$ cat src/rtl/pacc_pkg.sv
package pacc_pkg;
  localparam int DATA_W = 8;
  localparam int ADDR_W = 1;

  localparam logic [ADDR_W-1:0] ADDR_CTRL  = 1'b0;
  localparam logic [ADDR_W-1:0] ADDR_COUNT = 1'b1;

  // bit positions inside the control register
  localparam int BIT_EN   = 6;
  localparam int BIT_MODE = 5;
  localparam int BIT_POL  = 4;
  localparam int BIT_CC   = 2;
  localparam int RATE_LO  = 0;
  localparam int RATE_W   = 2;

  typedef struct packed {
    logic              enable;
    logic              gated;
    logic              polarity;
    logic              ccSel;
    logic [RATE_W-1:0] rate;
  } ctrl_t;

  typedef struct packed {
    logic incr;
    logic load;
  } strobe_t;
endpackage

$ cat src/rtl/pacc_ctrl.sv
module pacc_ctrl
  import pacc_pkg::*;
#(
  parameter int SYNC_STAGES = 2,
  parameter int PRESCALE_W  = 6
) (
  input  logic              clk,
  input  logic              rstN,
  input  logic [ADDR_W-1:0] busAddr,
  input  logic              busWr,
  input  logic [DATA_W-1:0] busWdata,
  input  logic              pulseIn,
  output ctrl_t             ctrlQ,
  output strobe_t           strobe
);
  localparam int LAST = SYNC_STAGES - 1;

  logic [SYNC_STAGES-1:0] syncQ;
  logic                   prevQ;
  logic [PRESCALE_W-1:0]  presQ;
  logic                   syncLevel;
  logic                   riseHit;
  logic                   fallHit;
  logic                   tick;
  logic                   gateOpen;
  logic                   eventHit;
  logic                   ctrlWr;
  logic [1:0]             unusedBits;

  assign unusedBits = {busWdata[7], busWdata[3]};

  // synchronizer chain
  genvar gi;
  generate
    for (gi = 0; gi < SYNC_STAGES; gi++) begin : g_sync
      if (gi == 0) begin : g_first
        always_ff @(posedge clk) begin
          if (!rstN) syncQ[gi] <= 1'b0;
          else       syncQ[gi] <= pulseIn;
        end
      end else begin : g_next
        always_ff @(posedge clk) begin
          if (!rstN) syncQ[gi] <= 1'b0;
          else       syncQ[gi] <= syncQ[gi-1];
        end
      end
    end
  endgenerate

  assign syncLevel = syncQ[LAST];

  always_ff @(posedge clk) begin
    if (!rstN) prevQ <= 1'b0;
    else       prevQ <= syncLevel;
  end

  assign riseHit = syncLevel & ~prevQ;
  assign fallHit = ~syncLevel & prevQ;

  // free-running time base
  always_ff @(posedge clk) begin
    if (!rstN) presQ <= '0;
    else       presQ <= presQ + 1'b1;
  end

  assign tick = &presQ;

  // control register
  assign ctrlWr = busWr && (busAddr == ADDR_CTRL);

  always_ff @(posedge clk) begin
    if (!rstN) begin
      ctrlQ <= '0;
    end else if (ctrlWr) begin
      ctrlQ.enable   <= busWdata[BIT_EN];
      ctrlQ.gated    <= busWdata[BIT_MODE];
      ctrlQ.polarity <= busWdata[BIT_POL];
      ctrlQ.ccSel    <= busWdata[BIT_CC];
      ctrlQ.rate     <= busWdata[RATE_LO +: RATE_W];
    end
  end

  // polarity: edge select in event mode, inhibit level in gated mode
  assign gateOpen = syncLevel ^ ctrlQ.polarity;
  assign eventHit = ctrlQ.polarity ? riseHit : fallHit;

  always_comb begin
    strobe.load = busWr && (busAddr == ADDR_COUNT);
    strobe.incr = ctrlQ.enable &&
                  (ctrlQ.gated ? (tick && gateOpen) : eventHit);
  end
endmodule

$ cat src/rtl/pacc_datapath.sv
module pacc_datapath
  import pacc_pkg::*;
(
  input  logic              clk,
  input  logic              rstN,
  input  strobe_t           strobe,
  input  ctrl_t             ctrlQ,
  input  logic [ADDR_W-1:0] busAddr,
  input  logic [DATA_W-1:0] busWdata,
  output logic [DATA_W-1:0] busRdata,
  output logic [DATA_W-1:0] countQ,
  output logic              ovfPulse
);
  logic [DATA_W-1:0] ctrlView;
  logic              wrapping;

  // count register: untouched by reset; bus load has priority
  always_ff @(posedge clk) begin
    if (strobe.load)      countQ <= busWdata;
    else if (strobe.incr) countQ <= countQ + 1'b1;
  end

  assign wrapping = strobe.incr && !strobe.load && (&countQ);

  always_ff @(posedge clk) begin
    if (!rstN) ovfPulse <= 1'b0;
    else       ovfPulse <= wrapping;
  end

  always_comb begin
    ctrlView                       = '0;
    ctrlView[BIT_EN]               = ctrlQ.enable;
    ctrlView[BIT_MODE]             = ctrlQ.gated;
    ctrlView[BIT_POL]              = ctrlQ.polarity;
    ctrlView[BIT_CC]               = ctrlQ.ccSel;
    ctrlView[RATE_LO +: RATE_W]    = ctrlQ.rate;
  end

  assign busRdata = (busAddr == ADDR_COUNT) ? countQ : ctrlView;
endmodule

$ cat src/rtl/pulse_accum.sv
module pulse_accum
  import pacc_pkg::*;
#(
  parameter int SYNC_STAGES = 2,
  parameter int PRESCALE_W  = 6
) (
  input  logic              clk,
  input  logic              rstN,
  input  logic [ADDR_W-1:0] busAddr,
  input  logic              busWr,
  input  logic [DATA_W-1:0] busWdata,
  output logic [DATA_W-1:0] busRdata,
  input  logic              pulseIn,
  output logic              ovfPulse
);
  ctrl_t             ctrlQ;
  strobe_t           strobe;
  logic [DATA_W-1:0] countQ;

  pacc_ctrl #(
    .SYNC_STAGES(SYNC_STAGES),
    .PRESCALE_W (PRESCALE_W)
  ) i_ctrl (
    .clk     (clk),
    .rstN    (rstN),
    .busAddr (busAddr),
    .busWr   (busWr),
    .busWdata(busWdata),
    .pulseIn (pulseIn),
    .ctrlQ   (ctrlQ),
    .strobe  (strobe)
  );

  pacc_datapath i_datapath (
    .clk     (clk),
    .rstN    (rstN),
    .strobe  (strobe),
    .ctrlQ   (ctrlQ),
    .busAddr (busAddr),
    .busWdata(busWdata),
    .busRdata(busRdata),
    .countQ  (countQ),
    .ovfPulse(ovfPulse)
  );
endmodule

$ cat config.mk
export PLATFORM = sky130hd
export DESIGN_NAME = pulse_accum
export DESIGN_NICKNAME = d
export VERILOG_FILES = /design/src/rtl/pacc_pkg.sv /design/src/rtl/pacc_ctrl.sv /design/src/rtl/pacc_datapath.sv /design/src/rtl/pulse_accum.sv
export SDC_FILE = /design/constraint.sdc
export NUM_CORES = 1
export LEC_CHECK = 0
export CAP_MARGIN = 0
export CORE_ASPECT_RATIO = 0.9
export CORE_MARGIN = 1
export CORE_UTILIZATION = 45
export DETAILED_ROUTE_END_ITERATION = 16
export DONT_BUFFER_PORTS = 1
export GPL_ROUTABILITY_DRIVEN = 0
export GPL_TIMING_DRIVEN = 0
export PLACE_DENSITY_LB_ADDON = 0.12
export REMOVE_ABC_BUFFERS = 1
export SETUP_SLACK_MARGIN = 0.02
export SKIP_CTS_REPAIR_TIMING = 1
export SKIP_LAST_GASP = 1
export SLEW_MARGIN = 20
export SYNTH_ARGS = -nofsm -noshare
export SYNTH_HDL_FRONTEND = slang
export SYNTH_SLANG_ARGS = --single-unit
$ cat constraint.sdc
create_clock -name clk -period 3.5 [get_ports clk]
set_input_delay 0.7 -clock clk [delete_from_list [all_inputs] [get_ports clk]]
set_output_delay 0.7 -clock clk [all_outputs]
set_load 0.02 [all_outputs]
=== Yosys cells after proc, flatten, opt, wreduce, memory -nomap -nowiden ===
Cells that the tools add are included.

* Register bits after elaboration: 24
* Input bits: 13
* Output and inout port bits: 9
* Word-level logic and storage cells: 34

* $add $sub $neg: 2
* Multiplexer cells: 5
* Bitwise logic cells: 6
* Reductions and logical operators: 10

{| class="wikitable"
|+ Operators with widths
! kind !! number
|-
| 2-to-1 mux 8 bit || 3
|-
| adder 8 x 1 -> 8 bit, second input constant || 1
|-
| AND reduction 8 bit || 1
|-
| adder 6 x 1 -> 6 bit, second input constant || 1
|-
| logical AND 1 bit || 6
|-
| AND reduction 6 bit || 1
|-
| NOT 1 bit || 3
|-
| bitwise AND 1 bit || 2
|-
| 2-to-1 mux 1 bit || 2
|-
| nonzero test 2 bit || 1
|-
| logical NOT 1 bit || 1
|-
| XOR 1 bit || 1
|}

=== Logic depth before layout (Yosys ltp) ===
Gate-level depths: netlist (run 1).

* Depth in word-level cells: 7
* Depth in mapped cells: 5
* Depth with buffers taken out: 4

=== Hierarchy ===
Synthesis (run 1) repeated with hierarchy kept, for this count alone.

* Cells, all modules: 114
* Area, all modules: 1149.9 um^2

{| class="wikitable"
|+ Modules (own cells, without submodules)
! module !! times used !! cells each !! area an instance (um^2) !! sequential area each (um^2)
|-
| pacc_datapath || 1 || 57 || 575.6 || 260.2
|-
| pacc_ctrl || 1 || 57 || 574.3 || 300.3
|}

=== Worst setup path after synthesis (run 1) ===
Ideal clock, no wire load.

* Path type: input -> output
* Start: in busAddr
* End: out busRdata[0]
* Data arrival time: 1402 ps
* Required time: 2800 ps
* Setup slack: 1398 ps
* Stages on the path: 2
* Buffers on the path: 1
* Path through: clkbuf_1 > mux2_2

* Longest elaborated chain between the ends: 1

{| class="wikitable"
|+ Ends and longest elaborated chain
! element !! RTL line !! text
|-
| start, declared || pulse_accum.sv:9 || <nowiki>input logic [ADDR_W-1:0] busAddr,</nowiki>
|-
| 2-to-1 mux 8 bit || pacc_datapath.sv:39 || <nowiki>assign busRdata = (busAddr == ADDR_COUNT) ? countQ : ctrlView;</nowiki>
|-
| end, declared || pulse_accum.sv:12 || <nowiki>output logic [DATA_W-1:0] busRdata,</nowiki>
|}

No other way between the ends.

=== Final worst setup path (run 1) ===
* Start: reg i_datapath.countQ[2]
* End: out busRdata[2]

* Longest elaborated chain between the ends: 1

{| class="wikitable"
|+ Ends and longest elaborated chain
! element !! RTL line !! text
|-
| start, declared || pacc_datapath.sv:11 || <nowiki>output logic [DATA_W-1:0] countQ,</nowiki>
|-
| start signal, assigned || pacc_datapath.sv:19 || <nowiki>if (strobe.load) countQ <= busWdata;</nowiki>
|-
| start signal, assigned || pacc_datapath.sv:20 || <nowiki>else if (strobe.incr) countQ <= countQ + 1'b1;</nowiki>
|-
| 2-to-1 mux 8 bit || pacc_datapath.sv:39 ||
|}

No other way between the ends.

==> results by group, run 1 <==
Min path
  • Hold path depth: 1
  • Min-delay worst type: reg -> reg
  • Worst hold start: i_ctrl.syncQ[0]$_SDFF_PN0_
  • Worst Hold Endpoint: i_ctrl.syncLevel$_SDFF_PN0_

Drt
  • DRC violations left: 0
  • Post-route ant nets: 0
  • Vias/cell: 5.56
  • Wirelength per Cell: 14.4 um
  • DR pass1 iterations: 4
  • Final WL: 2010 um
  • Detailed-route via count: 778
  • Iteration-0 DRC Markers: 9

Finish
  • Final-stage net count: 128
  • Fill cells: 231
  • Share of cells above drive strength 1: 12.5%
  • Area of the multi-input gates: 572 um2
  • FF/Latch Area: 561 um2
  • Diode count: 0
  • Area Overhead vs Synth: 6.28%
  • Commonest non-fill, non-tap cell in the layout: dfxtp_1
  • Most frequent cells in the layout: dfxtp_1 (16), and2_1 (9), nor2b_1 (9)

Run status
  • Outcome: completed

Worst setup path
  • Reg-to-Reg End: i_datapath.countQ[0]$_DFFE_PP_
  • Worst Reg-to-Reg Cells: 4
  • Buf/Inv on CP: 0
  • RR Startpoint: i_ctrl.presQ[0]$_SDFF_PN0_
  • CP Max Fanout: 6
  • CP max-delay cell: edfxtp_1
  • R2R Setup Slk: 1.73 ns
  • Critical Path Sink Type: primary output
  • CP Launch Type: flop
  • Crit path max-delay family: flip-flops
  • CP required: 2.80 ns
  • Critical path class: reg -> out
  • Critical Path Max Stage Delay: 0.50 ns
  • Worst path cell trace: mux2_2
  • Crit path arrival time: 1.18 ns

Floorplanning
  • Std cell rows: 17
  • Die height: 50.1 um
  • Full die area: 2770 um2
  • Core area: 2450 um2
  • Die width: 55.4 um
  • I/O pin cnt: 22
  • Initial Util: 47.2%

Job
  • Max-cap violations: 0

STA
  • Fin. Hold Viols: 0
  • Final period util: 53.8%
  • Worst Skew: 0.00444 ns
  • Endpoints failing setup: 0
  • Relative slew slack: 51.6%
  • Achievable Freq: 0.531 GHz
  • Setup TNS: 0 ns
  • Worst slew pin tran: 0.724 ns
  • Slew Limit Fails: 0
  • Tmin final: 1.88 ns
  • Worst setup slack after layout: 1.62 ns
  • RSZ-0062 raised after global routing: no

GRT
  • Tot GR Track Use: 16.0%
  • First-pass GRT wire length: 3310 um
  • Initial antenna violation count: 0
  • GRT overflow: 0
  • Largest net degree at the start of global routing: 18
  • Vias in the first global route: 747

Synthesis
  • Netlist cell types: 24
  • Yosys warning count: 0
  • Sequential fraction of the synthesis area: 48.5%
  • Post-Syn Instances: 112
  • Area of the mapped netlist: 1150 um2
  • Yosys reg bits: 24
  • Post-synthesis area per instance: 10.3 um2

Clock network
  • Root buffer cell: clkbuf_4
  • Clock tree buffer depth: 2
  • Num CTS Buffers: 3
  • TritonCTS Sinks: 24
  • CTS tree: yes
  • Clk Latency, worst-skew pair: 0.32 ns
  • Reg clk slew, reported paths: 0.14 ns
  • H-tree levels: 1

Power
  • VDD IR-drop max: 0.379 mV
  • Pwr per Cell Area: 464 nW/um2
  • P_leak: 0.438 nW

Place
  • Port bufs: 0
  • Dpl ws: 1.52 ns
  • Final HPWL DP: 1450 um
## logic make-up (layout without fill, tap and decap cells)
| family | Yosys count | count (layout) | synth area share, % |
|---|---|---|---|
| adders and majority gates | 2 | 2 | 2.17 |
| muxes | 13 | 13 | 12.0 |
| xor gates and xnor gates | 7 | 7 | 5.31 |
| and+or+nand+nor | 46 | 46 | 22.5 |
| DFF | 24 | 24 | 48.5 |
| AOI/OAI and AO/OA | 14 | 14 | 7.48 |
| buffers and inverters | 6 | 6 | 1.95 |
## cell type report
class	count	area share, %
multi-input cells	82	46.6
inverters	2	0.612
well taps	28	2.85
clock buffers	3	1.83
flip-flops and latches	24	45.7
clock inverters	1	2.45
## routing by layer
metal / wire length, um / global-route usage (%) / vias to the layer above
met5: 0 / 0 / -
met4: 17 / 5.00 / 0
met3: 125 / 7.09 / 2
met2: 895 / 25.9 / 22
met1: 972 / 19.1 / 361
li1: - / - / 393
## per-stage QoR
| step | area (um2) | utilization [%] | power [mW] | cells | hold slack, ns |
|---|---|---|---|---|---|
| 6_report | 1230 | 50.2 | 0.569 | 140 | 0.443 |
| 5_1_grt | 1230 | 50.2 | 0.594 | 140 | 0.460 |
| 4_1_cts | 1230 | 50.2 | 0.575 | 140 | 0.447 |
| 3_5_place_dp | 1170 | 48.0 | 0.374 | 136 | 0.414 |
| 3_3_place_gp | 1170 | 48.0 | 0.372 | 136 | 0.414 |
| 2_1_floorplan | 1140 | - | 0.364 | 108 | 0.406 |
## how the worst max path moves through the flow
stage | start | end | slack (ns) | cells after the start
after floorplan | busAddr | busRdata[0] | 1.74 | 1
after global placement | busAddr | i_datapath.countQ[1]$_DFFE_PP_ | 1.56 | 2
after detailed placement | busAddr | i_datapath.countQ[1]$_DFFE_PP_ | 1.52 | 2
after CTS | i_datapath.countQ[2]$_DFFE_PP_ | busRdata[2] | 1.61 | 1
after global routing | i_datapath.countQ[2]$_DFFE_PP_ | busRdata[2] | 1.57 | 1
final | i_datapath.countQ[2]$_DFFE_PP_ | busRdata[2] | 1.62 | 1
## where the power goes
group          internal [mW]  switching, mW  leakage, nW
clock network          0.116         0.0859       0.0279
registers              0.303         0.0113        0.205
logic                 0.0242         0.0288        0.204
## synth_stat cells
cell type	instances	area share, %
a2111oi_2	1	1.3
a21boi_0	1	0.65
a21oi_1	4	1.7
a31oi_1	3	1.6
and2_1	9	4.9
and3b_2	1	0.87
clkbuf_1	4	1.3
dfxtp_1	16	28
edfxtp_1	8	21
ha_1	2	2.2
inv_1	2	0.65
mux2_2	7	6.8
mux2i_1	6	5.2
nand2_1	4	1.3
nand3_1	8	3.5
nand4_1	2	1.1
nor2_1	7	2.3
nor2b_1	9	4.9
nor3b_1	1	0.65
o21ai_0	5	2.2
or3_1	4	2.2
or4_4	1	0.98
xnor2_1	5	3.8
xor2_1	2	1.5
## registers in the layout, summed over array words and instances, names as in the netlist
name and count:
i_datapath.countQ 8, i_ctrl.presQ 6, i_ctrl.prevQ 1, i_ctrl.syncLevel 1
i_ctrl.ctrlQ 6, i_datapath.ovfPulse 1, i_ctrl.syncQ 1
(Power assumes the default switching activity.)
==> run 2: changes to the inputs <==
==> constraint.sdc (replaced) <==
create_clock -name clk -period 1.65 [get_ports clk]
set_input_delay 0.33 -clock clk [delete_from_list [all_inputs] [get_ports clk]]
set_output_delay 0.33 -clock clk [all_outputs]
set_load 0.02 [all_outputs]
==> run 2 against run 1 <==
Routed wire length rose by 1.8%. Clock skew grew 0.0015 ns. Flip-flop and latch count did not move. First-iteration DRC count decreased by 33%. Critical endpoint is now i_datapath.ovfPulse$_SDFF_PN0_. Sequential share of layout area decreased by 0.50 points. Power rose by 110%. Non-clock buffer count unchanged.
==> results by group, run 2 (synthesized netlist as in run 1, its figures left out) <==
Place
  • Dpl ws: -0.126 ns
  • Port bufs: 0
  • Final HPWL DP: 1450 um
  • Placed inst area: 1170 um2

Worst setup path
  • Buf/Inv on CP: 0
  • CP required: 1.88 ns
  • CP max-delay cell: or4_4
  • R2R Setup Slk: 0.11 ns
  • RR Startpoint: i_ctrl.presQ[0]$_SDFF_PN0_
  • CP Launch Type: flop
  • Worst path cell trace: ha_2 > nand2_1 > or4_4 > a2111oi_2
  • Critical Path Sink Type: flop
  • CP Max Fanout: 3
  • Crit path max-delay family: simple AND/OR/NAND/NOR gates
  • Crit path arrival time: 1.77 ns
  • Worst Reg-to-Reg Cells: 4
  • Reg-to-Reg End: i_datapath.ovfPulse$_SDFF_PN0_
  • Critical Path Max Stage Delay: 0.45 ns
  • Critical path class: reg -> reg

Min path
  • Hold path depth: 1
  • Worst hold start: rstN
  • Worst Hold Endpoint: i_ctrl.syncQ[0]$_SDFF_PN0_
  • Min-delay worst type: in -> reg

Drt
  • DR pass1 iterations: 4
  • DRC violations left: 0
  • Iteration-0 DRC Markers: 6
  • Vias/cell: 5.54
  • Final WL: 2050 um
  • Post-route ant nets: 0
  • Wirelength per Cell: 14.6 um
  • Detailed-route via count: 776

Floorplanning
  • Std cell rows: 17
  • Core area: 2450 um2
  • Die height: 50.1 um
  • Initial Util: 47.2%
  • I/O pin cnt: 22
  • Full die area: 2770 um2
  • Die width: 55.4 um

Finish
  • Post-route cell area: 1240 um2
  • Max reg flops: 8
  • Diode count: 0
  • Biggest regs: i_datapath.countQ x8, i_ctrl.ctrlQ x6, i_ctrl.presQ x6
  • Share of cells above drive strength 1: 15.2%
  • Area Overhead vs Synth: 7.69%
  • Post-Route Utilization: 50.8%
  • Final-stage net count: 128
  • Most frequent cells in the layout: dfxtp_1 (15), and2_1 (9), nor2b_1 (9)
  • Commonest non-fill, non-tap cell in the layout: dfxtp_1
  • Most flop-heavy register: i_datapath.countQ

STA
  • Relative slew slack: 51.2%
  • RSZ-0062 raised after global routing: yes
  • Slew Limit Fails: 0
  • Setup TNS: 0 ns
  • Tmin final: 1.54 ns
  • Endpoints failing setup: 0
  • Fin. Hold Viols: 0
  • Final period util: 93.6%
  • Worst Skew: 0.00592 ns
  • Worst slew pin tran: 0.730 ns
  • Worst setup slack after layout: 0.106 ns
  • Achievable Freq: 0.648 GHz

Power
  • Net Sw Power: 0.268 mW
  • Switch share: 22.2%
  • Comb pwr share: 9.5%
  • Flop pwr share: 55.1%
  • Pwr per Cell Area: 973 nW/um2
  • Pint: 0.941 mW
  • P_leak: 0.442 nW
  • VDD IR-drop max: 0.803 mV
  • Clock power frac: 35.4%

Clock network
  • Clk Latency, worst-skew pair: 0.32 ns
  • Clock tree buffer depth: 2
  • CTS tree: yes
  • Num CTS Buffers: 3
  • Root buffer cell: clkbuf_4
  • TritonCTS Sinks: 24
  • H-tree levels: 1
  • Reg clk slew, reported paths: 0.14 ns

GRT
  • Vias in the first global route: 747
  • GRT overflow: 0
  • Largest net degree at the start of global routing: 18
  • First-pass GRT wire length: 3310 um
  • Initial antenna violation count: 0
  • Tot GR Track Use: 16.0%

Run status
  • Outcome: completed

Job
  • Max-cap violations: 0
run 2: layer usage:
| metal | part of all wire [%] | global-route usage (%) | up-vias |
|---|---|---|---|
| met3 | 5.7 | 7.09 | 2 |
| met4 | 0.83 | 5.00 | 0 |
| met2 | 45 | 25.9 | 20 |
| met1 | 48 | 19.1 | 360 |
| met5 | 0 | 0 | - |
| li1 | - | - | 394 |
run 2: power groups by stage:
stage,combinational [mW],clock [mW],sequential [mW]
finish,0.115,0.428,0.667
floorplan,0.0996,0,0.673
global route,0.127,0.462,0.673
global placement,0.111,0,0.679
detailed placement,0.113,0,0.680
CTS,0.114,0.439,0.667
run 2: cell type report:
class / instances / area [um2]
Fill cell: 230 / 1200
Multi-Input combinational cell: 82 / 587
Sequential cell: 24 / 562
Tap cell: 28 / 35.0
Clock inverter: 1 / 30.0
Clock buffer: 3 / 22.5
Inverter: 2 / 7.51
run 2: through the flow:
step	hold slack, ns	total power, mW	instances
floorplan	0.406	0.773	108
global placement	0.414	0.790	136
detailed placement	0.414	0.794	136
CTS	0.108	1.22	140
global route	0.0938	1.26	140
finish	0.126	1.21	140
run 2: worst max path at each step:
stage	depth (start not counted)	slack [ns]	from	endpoint
after global placement	4	-0.09	i_ctrl.presQ[0]$_SDFF_PN0_	i_datapath.countQ[1]$_DFFE_PP_
final	4	0.11	i_ctrl.presQ[0]$_SDFF_PN0_	i_datapath.ovfPulse$_SDFF_PN0_
after floorplan	4	0.07	i_ctrl.presQ[0]$_SDFF_PN0_	i_datapath.countQ[0]$_DFFE_PP_
after global routing	4	0.01	i_ctrl.presQ[0]$_SDFF_PN0_	i_datapath.ovfPulse$_SDFF_PN0_
after CTS	4	-0.15	i_ctrl.presQ[0]$_SDFF_PN0_	i_datapath.countQ[2]$_DFFE_PP_
after detailed placement	4	-0.13	i_ctrl.presQ[0]$_SDFF_PN0_	i_datapath.countQ[1]$_DFFE_PP_
==> run 3: changes to the inputs <==
--- a/config.mk
+++ b/config.mk
@@ -14,6 +14,7 @@
 export GPL_ROUTABILITY_DRIVEN = 0
 export GPL_TIMING_DRIVEN = 0
 export PLACE_DENSITY_LB_ADDON = 0.12
+export RECOVER_POWER = 50
 export REMOVE_ABC_BUFFERS = 1
 export SETUP_SLACK_MARGIN = 0.02
 export SKIP_CTS_REPAIR_TIMING = 1
==> run 3 against run 2 <==
Final area is the same. First-iteration DRC count unchanged. Utilization did not move. Cell count unchanged. Clock-buffer cell count did not move. Largest power group unchanged. Critical path depth is the same. Sequential share of layout area unchanged. Routed wire length stayed put. Global-route usage did not move. Clock power about the same. Critical endpoint unchanged. Setup slack is essentially flat. Fmax barely moved.
==> results by group, run 3 (synthesized netlist as in run 1, its figures left out) <==
Worst setup path
  • Worst Reg-to-Reg Cells: 4
  • Crit path launch: i_ctrl.presQ[0]$_SDFF_PN0_
  • CP Max Fanout: 3
  • CP Launch Type: flop
  • Reg-to-Reg End: i_datapath.ovfPulse$_SDFF_PN0_
  • Crit path to: i_datapath.ovfPulse$_SDFF_PN0_
  • R2R Setup Slk: 0.11 ns
  • RR Startpoint: i_ctrl.presQ[0]$_SDFF_PN0_
  • Critical path class: reg -> reg
  • CP required: 1.88 ns
  • Critical Path Sink Type: flop
  • Crit path arrival time: 1.77 ns

Finish
  • Area of the multi-input gates: 587 um2
  • Final-stage net count: 128
  • FF/Latch Area: 562 um2
  • Finished Layout Cells: 140
  • Share of cells above drive strength 1: 15.2%
  • Fill cells: 230
  • Biggest regs: i_datapath.countQ x8, i_ctrl.ctrlQ x6, i_ctrl.presQ x6
  • Commonest non-fill, non-tap cell in the layout: dfxtp_1
  • Most flop-heavy register: i_datapath.countQ
  • Area Overhead vs Synth: 7.69%
  • Diode count: 0
  • Post-route cell area: 1240 um2
  • Most frequent cells in the layout: dfxtp_1 (15), nor2b_1 (9), and2_1 (8), edfxtp_1 (8)
  • Max reg flops: 8

Floorplanning
  • Initial Util: 47.2%
  • Die height: 50.1 um
  • Die width: 55.4 um
  • Core area: 2450 um2
  • I/O pin cnt: 22
  • Full die area: 2770 um2
  • Std cell rows: 17

Drt
  • Wirelength per Cell: 14.6 um
  • Final WL: 2050 um
  • Detailed-route via count: 776
  • Iteration-0 DRC Markers: 6
  • DRC violations left: 0
  • Vias/cell: 5.54
  • DR pass1 iterations: 4
  • Post-route ant nets: 0

Power
  • VDD IR-drop max: 0.803 mV
  • Pwr per Cell Area: 973 nW/um2
  • P_leak: 0.441 nW

GRT
  • Largest net degree at the start of global routing: 18
  • Initial antenna violation count: 0
  • Vias in the first global route: 747
  • First-pass GRT wire length: 3310 um
  • GRT overflow: 0
  • Tot GR Track Use: 16.0%

STA
  • Final period util: 93.6%
  • Fin. Hold Viols: 0
  • RSZ-0062 raised after global routing: yes
  • Worst slew pin tran: 0.730 ns
  • Worst Skew: 0.00592 ns
  • Achievable Freq: 0.648 GHz
  • Slew Limit Fails: 0
  • WHS: 0.126 ns
  • Endpoints failing setup: 0
  • Setup TNS: 0 ns
  • Tmin final: 1.54 ns
  • Relative slew slack: 51.2%

Clock network
  • Num CTS Buffers: 3
  • CTS tree: yes
  • Reg clk slew, reported paths: 0.14 ns
  • Clock tree buffer depth: 2
  • Root buffer cell: clkbuf_4
  • TritonCTS Sinks: 24
  • Clk Latency, worst-skew pair: 0.32 ns
  • H-tree levels: 1

Min path
  • Min-delay worst type: in -> reg

Place
  • Placed insts: 136
  • Final HPWL DP: 1450 um
  • Port bufs: 0
  • Placed inst area: 1170 um2

Job
  • Max-cap violations: 0

Run status
  • Outcome: completed
==> run 3: changes by cell type in the layout (fill, tap and decap cells not counted) <==
cell    before  now
and2_1       9    8
and2_0       0    1
==> run 3: critical path, cell delays in order, from the launching register on <==
cell	delay (ns)
dfxtp_2	0.37
ha_2	0.20
nand2_1	0.06
or4_4	0.45
a2111oi_2	0.37
==> run 3: worst min path at each step <==
stage / depth (start not counted) / endpoint / startpoint / slack [ns]
floorplan: 1 / i_ctrl.syncLevel$_SDFF_PN0_ / i_ctrl.syncQ[0]$_SDFF_PN0_ / 0.41
global placement: 1 / i_ctrl.syncLevel$_SDFF_PN0_ / i_ctrl.syncQ[0]$_SDFF_PN0_ / 0.41
detailed placement: 1 / i_ctrl.syncLevel$_SDFF_PN0_ / i_ctrl.syncQ[0]$_SDFF_PN0_ / 0.41
CTS: 1 / i_ctrl.presQ[2]$_SDFF_PN0_ / rstN / 0.11
global route: 1 / i_ctrl.presQ[1]$_SDFF_PN0_ / rstN / 0.09
finish: 1 / i_ctrl.syncQ[0]$_SDFF_PN0_ / rstN / 0.13
==> run 3: final cells by class <==
| type | instances | area share [%] |
|---|---|---|
| Inverter | 2 | 0.604 |
| Clock inverter | 1 | 2.41 |
| Sequential cell | 24 | 45.2 |
| Clock buffer | 3 | 1.81 |
| Multi-Input combinational cell | 82 | 47.2 |
| Tap cell | 28 | 2.82 |
==> run 3: per-stage QoR <==
stage	power, mW	utilization (%)	setup slack (ns)
floorplan	0.773	-	0.0729
detailed placement	0.794	48.0	-0.126
global placement	0.790	48.0	-0.0857
CTS	1.22	50.2	-0.152
finish	1.21	50.8	0.106
global route	1.26	50.8	0.0131
==> run 3: report_power, final <==
part	leakage, nW	internal, mW	switching (mW)	total (mW)
registers	0.206	0.643	0.0241	0.667
logic	0.208	0.0525	0.0620	0.115
clock network	0.0279	0.246	0.182	0.428
==> run 3: routing by layer <==
layer  track usage [%]  wire length [um]
met3              7.09               116
met1              19.1               992
met2              25.9               920
met5                 0                 0
met4              5.00                17
